[src/rtl/rx_frame_status.sv]
module rx_frame_status #(
  parameter int LEN_W = 16
) (
  input  logic             clk,
  input  logic             rst_n,
  input  logic             rx_sof,
  input  logic             rx_dv,
  input  logic             rx_eof,
  input  logic [LEN_W-1:0] max_len,
  input  logic [1:0]       irq_mask,
  input  logic             ev_clr_we,
  input  logic [1:0]       ev_clr,
  output logic             st_wr,
  output logic [LEN_W-1:0] st_len,
  output logic             st_last,
  output logic             st_long,
  output logic             own_rel,
  output logic [1:0]       events,
  output logic             irq
);

  typedef enum logic [1:0] {S_IDLE, S_RX, S_WR, S_REL} state_t;

  state_t           st;
  logic [LEN_W-1:0] cnt;
  logic             lng;
  logic [1:0]       ev;

  wire              open_w = (st == S_IDLE) || (st == S_RX);
  wire              take   = open_w && rx_dv && (rx_sof || st == S_RX);
  wire [LEN_W-1:0]  base   = rx_sof ? '0 : cnt;
  wire              at_top = &base;
  wire              over   = take && (rx_sof || !lng) && (base == max_len) && !at_top;
  wire [1:0]        ev_set = {st == S_REL, over};
  wire [1:0]        ev_clr_eff = ev_clr_we ? ev_clr : 2'b00;

  always_ff @(posedge clk) begin
    if (!rst_n) begin
      st  <= S_IDLE;
      cnt <= '0;
      lng <= 1'b0;
      ev  <= 2'b00;
    end else begin
      ev <= (ev & ~ev_clr_eff) | ev_set;
      if (take) begin
        cnt <= at_top ? base : base + 1'b1;
        lng <= rx_sof ? over : (lng | over);
      end
      case (st)
        S_IDLE, S_RX: if (take) st <= rx_eof ? S_WR : S_RX;
        S_WR:         st <= S_REL;
        default:      st <= S_IDLE;
      endcase
    end
  end

  assign st_wr   = (st == S_WR);
  assign st_last = (st == S_WR);
  assign own_rel = (st == S_REL);
  assign st_len  = cnt;
  assign st_long = lng;
  assign events  = ev;
  assign irq     = |(ev & irq_mask);

endmodule


[config.mk]
export PLATFORM = sky130hd
export DESIGN_NAME = rx_frame_status
export DESIGN_NICKNAME = d
export VERILOG_FILES = /design/src/rtl/rx_frame_status.sv
export SDC_FILE = /design/constraint.sdc
export NUM_CORES = 1
export LEC_CHECK = 0
export BUFFER_PORTS_ARGS = -buffer_cell sky130_fd_sc_hd__buf_2
export CAP_MARGIN = 40
export CORE_ASPECT_RATIO = 0.7
export CORE_UTILIZATION = 45
export DETAILED_ROUTE_END_ITERATION = 12
export PLACE_DENSITY_LB_ADDON = 0.3
export SLEW_MARGIN = 20
export SYNTH_ARGS = -nofsm -noshare
export SYNTH_HDL_FRONTEND = slang
export SYNTH_SLANG_ARGS = --single-unit
[constraint.sdc]
create_clock -name clk -period 3.09 [get_ports clk]
set_input_delay 0.309 -clock clk [delete_from_list [all_inputs] [get_ports clk]]
set_output_delay 0.309 -clock clk [all_outputs]
set_load 0.02 [all_outputs]
---- Yosys cells after proc, flatten, opt, wreduce, memory -nomap -nowiden ----
Cells that the tools add are included.
cells by class
  reductions and logical operators ........ 14
  add/sub/neg operators ................... 1
  multiplexer cells ....................... 7
  equal/unequal tests ..................... 5
  bitwise logic cells ..................... 5
operators with widths
  cell                                                                   count
  16-bit two-way mux                                                     2
  16-bit by 1-bit adder with 16-bit output, second input constant        1
  16-bit equality test                                                   1
  16-bit AND reduction                                                   1
  2-bit two-way mux                                                      3
  1-bit logical AND                                                      5
  2-bit AND                                                              2
  2-bit equality test, second input constant                             2
  2-bit case mux with 2 select lines                                     1
  2-bit OR reduction                                                     2
  1-bit logical OR                                                       3
  2-bit by 1-bit equality test with 1-bit output, second input constant  1
  1-bit zero test                                                        2
  2-bit zero test                                                        1
  2-bit != test, second input constant                                   1
  2-bit inverter                                                         1
  2-bit OR                                                               1
  1-bit two-way mux                                                      1
  1-bit OR                                                               1
word-level totals
  bits in registers ....................... 21
  word-level logic and storage cells ...... 36
  bits of input ports ..................... 26
  output and inout port bits .............. 23

---- Depth between registers and ports, before layout ----
  word-level depth ........................ 9
  gate-level depth with buffers ........... 11
  gate-level depth less buffers ........... 7

---- Least setup slack after synthesis ----
OpenSTA, ideal clock, no wires.
  path kind ............................... in2reg
  start point ............................. input port rx_sof
  end point ............................... register cnt[12] (netlist: st_len[12])
  path slack .............................. 0.504 ns
  cell stages on the path ................. 11
  arrival time ............................ 2.459 ns
  data required time ...................... 2.962 ns
  cell sequence ........................... buf_2 clkbuf_1 buf_1 nor2b_1 ha_1 nand3_2 or3_1 clkbuf_2 or4_1 xnor2_1 nor2_1
on the way
  word-level cells in the longest chain between the ends .. 3
  elaborated cells between the ends (all ways) .. 6
  those cells by class .................... add/sub (1); mux (2); reduce/logical (3)
RTL lines
  item                                                                              line    text
  start, declared                                                                   6       input logic rx_sof,
  16-bit two-way mux                                                                31      wire [LEN_W-1:0] base = rx_sof ? '0 : cnt;
  16-bit by 1-bit adder with 16-bit output or 16-bit AND reduction (tied branches)  46, 32
  16-bit two-way mux                                                                46      cnt <= at_top ? base : base + 1'b1;
  end signal, assigned                                                              46
  end, declared                                                                     25      logic [LEN_W-1:0] cnt;
Parallel ways exist; a longest one is shown, timed or not.
A chain may end at the register's enable or synchronous reset.

---- Worst setup path after layout ----
  start point ............................. register cnt[0] (netlist: st_len[0])
  end point ............................... register cnt[9] (netlist: st_len[9])
on the way
  word-level cells in the longest chain between the ends .. 3
  elaborated cells between the ends (all ways) .. 4
  those cells by class .................... add/sub (1); mux (2); reduce/logical (1)
RTL lines
  item                                                                              line
  16-bit two-way mux (*)                                                            31
  16-bit by 1-bit adder with 16-bit output or 16-bit AND reduction (tied branches)  46, 32
  16-bit two-way mux (*)                                                            46
Mark *: on every way between the ends. The rest lies on a longest branch, timed or not.

==> flow_metrics.env <==
export IMPL_vias_per_cell=5.72
export IMPL_area_delta_synth_final_pct=18.1
export IMPL_slew_headroom=0.520
export IMPL_cap_violations=0
export IMPL_cts_buffer_depth=2
export IMPL_drc=0
export IMPL_hold_violations=0
export IMPL_cp_num_buf_inv=0
export IMPL_final_common_cell="buf_2"
export IMPL_drive_above_1_share=0.237
export IMPL_slowest_delay_ps=490
export IMPL_seqPwrFrac=0.513
export IMPL_clock_fmax_mhz=412
export IMPL_ant_nets=0
export IMPL_first_global_vias=1400
export IMPL_synthArstFlopShare=0
export IMPL_clkLatencyLatePin_ps=260
export IMPL_routedWlPerCell_um=14.2
export IMPL_reg2reg_slack_ps=660
export IMPL_die_y_um=51.1
export IMPL_fp_dieW_um=72.1
export IMPL_totalWireLength_um=4080
export IMPL_fin_skew_ps=1.58
export IMPL_stdcell_area_um2=1830
export IMPL_status="finished, final reports clean"
export IMPL_finalWeightedCongestion=0.862
export IMPL_overflow=0
export IMPL_maxSlewViolCount=0
export IMPL_die_area_um2=3680
export IMPL_min_period_over_period=0.785
export IMPL_place_hpwl_um=3010
export IMPL_internal_power_w=0.000400
export IMPL_post_cts_setup_buffers=0
export IMPL_synth_cell_types=56
export IMPL_antenna_found_initial=0
export IMPL_worstPathRequired_ps=3280
export IMPL_grt_pass1_wl_um=6750
export IMPL_crit_path_end_kind="register"
export IMPL_drtIter0Drc=78
export IMPL_port_buffers=48
export IMPL_finalSetupViolations=0
export IMPL_synth_area_um2=1550
export IMPL_synthTopCellsByArea="dfxtp_1 27%, nand2_1 5.6%, xnor2_1 5.1%, nor2_1 4.1%, a21oi_1 3.9%"
export IMPL_worst_ep_arrival_time_ps=2620
export IMPL_coreArea_um2=3210
export IMPL_fin_crit_ps=2430
export IMPL_min_from="ev_clr[1]"
export IMPL_cts_resized=0
export IMPL_r2r_start="st_len[0]$_SDFFE_PN0P_"
export IMPL_cts_hold_buf=0
export IMPL_ir_drop_v=0.000234
export IMPL_rows=17
export IMPL_rsz0062_at_grt="no"
export IMPL_combPwrFrac=0.153
export IMPL_yosysTopAreaCell="dfxtp_1"
export IMPL_synth_edff_count=0
export IMPL_hold_class="in -> reg"
export IMPL_total_power_w=0.000548
export IMPL_io_pins=49
export IMPL_synth_seq_cells=21
export IMPL_finalSetupTns_ps=0
export IMPL_place_area_um2=1780
export IMPL_antenna_cells=0
export IMPL_path_clk_slew_ps=80
export IMPL_synth_warning_count=0
export IMPL_crit_type="reg -> reg"
export IMPL_path_max_fanout=9
export IMPL_power_leakage_nw=0.705
export IMPL_htree_num_levels=1
export IMPL_syn_num_nets=229
export IMPL_track_usage=0.235
export IMPL_via_count=1648
export IMPL_synth_main_ff_cell="dfxtp_1"
export IMPL_grt_max_degree=29
export IMPL_initial_utilization=0.482
export IMPL_cts_tree="built"
export IMPL_ys_seq_area_frac=0.271
export IMPL_tightest_slew_ps=718
export IMPL_clock_sinks=21
export IMPL_power_density_nw_per_um2=299
export IMPL_first_pass_iters=4
export IMPL_avgSynthCellArea_um2=7.67
export IMPL_path_cells="nor2b_1 -> ha_1 -> nand3_2 -> or3_1 -> o31ai_4 -> o311ai_0 -> a21oi_1"
export IMPL_cp_start_kind="register"
export IMPL_fin_nets=269
export IMPL_swShare=0.271
export IMPL_switchingPower_w=0.000148
export IMPL_power_frac_clock=0.334
export IMPL_critPathSlowestCell="or3_1"
export IMPL_mostFrequentLayoutCells="48 x buf_2, 23 x nand2_1, 21 x dfxtp_1"
export IMPL_numCtsBuffers=3
export IMPL_cts_root_buf="clkbuf_8"
export IMPL_synthCells=202
export IMPL_cp_top_family="simple AND/OR/NAND/NOR gates"
export IMPL_synth_top_cell_area_share=0.271
export IMPL_crit_path_start="st_len[0]$_SDFFE_PN0P_"
export IMPL_fillers=326
[tightest hold or removal path, stage by stage]
cell	delay, ps
buf_2	70
nand2_1	40
nand2_1	60
a21oi_1	50
[sequential cells by signal (all words and copies together) (netlist names)]
register,cells
events,2
st,2
st_len,16
st_long,1
[metal layers]
metal  part of all wire  up-vias  GRT usage
li1                   -      842          -
met1               0.52      746      0.365
met2               0.39       58      0.329
met3              0.083        2     0.0473
met4             0.0047        0     0.0458
met5                  0        -          0
[Yosys cell counts, drive strengths merged, types with 3 or more instances]
cell,instances
a211o,4
a21o,4
a21oi,12
a31oi,3
buf,6
clkbuf,7
dfxtp,21
inv,6
nand2,23
nand3,14
nand4,8
nor2,17
nor2b,6
nor3,4
nor4,3
nor4b,3
o211ai,4
o21ai,6
xnor2,9
[final timing paths]
check | to | cells after the start
setup / recovery | st_len[9]$_SDFFE_PN0P_ | 7
hold / removal | events[1]$_SDFF_PN0_ | 4
hold reg to reg | events[1]$_SDFF_PN0_ | 2
setup reg to reg | st_len[9]$_SDFFE_PN0P_ | 7
[cell type report]
cell class	instances	area [um^2]	share of cell area
multi-input combinational	162	1040	0.570
sequential	21	420	0.230
timing repair buffer	48	240	0.131
tap	47	58.8	0.0321
clock buffer	4	45.0	0.0246
inverter	6	22.5	0.0123
[power by group through the flow]
stage               sequential, W  clock (W)  combinational [W]
finish                   0.000281   0.000183          0.0000836
global route             0.000282   0.000201          0.0000940
CTS                      0.000281   0.000187          0.0000834
detailed placement       0.000288          0          0.0000833
global placement         0.000288          0          0.0000821
floorplan                0.000288          0          0.0000501
[cell families (layout without fill, tap and decap cells)]
group	Yosys count	after routing	synth area share
AOI/OAI and AO/OA	52	52	0.249
xor gates and xnor gates	10	10	0.0565
adders and majority gates	1	1	0.00808
buffers and inverters	19	58	0.0557
DFF	21	21	0.271
muxes	2	2	0.0129
and+or+nand+nor	97	97	0.347
[stage by stage]
step	utilization	setup slack, ps	hold WS, ps	std cells
after floorplan	-	504	495	202
after global placement	0.556	612	465	284
after detailed placement	0.556	560	470	284
after CTS	0.570	683	317	288
after global routing	0.570	477	343	288
final	0.570	664	317	288
Power figures use the tool's default switching activity.
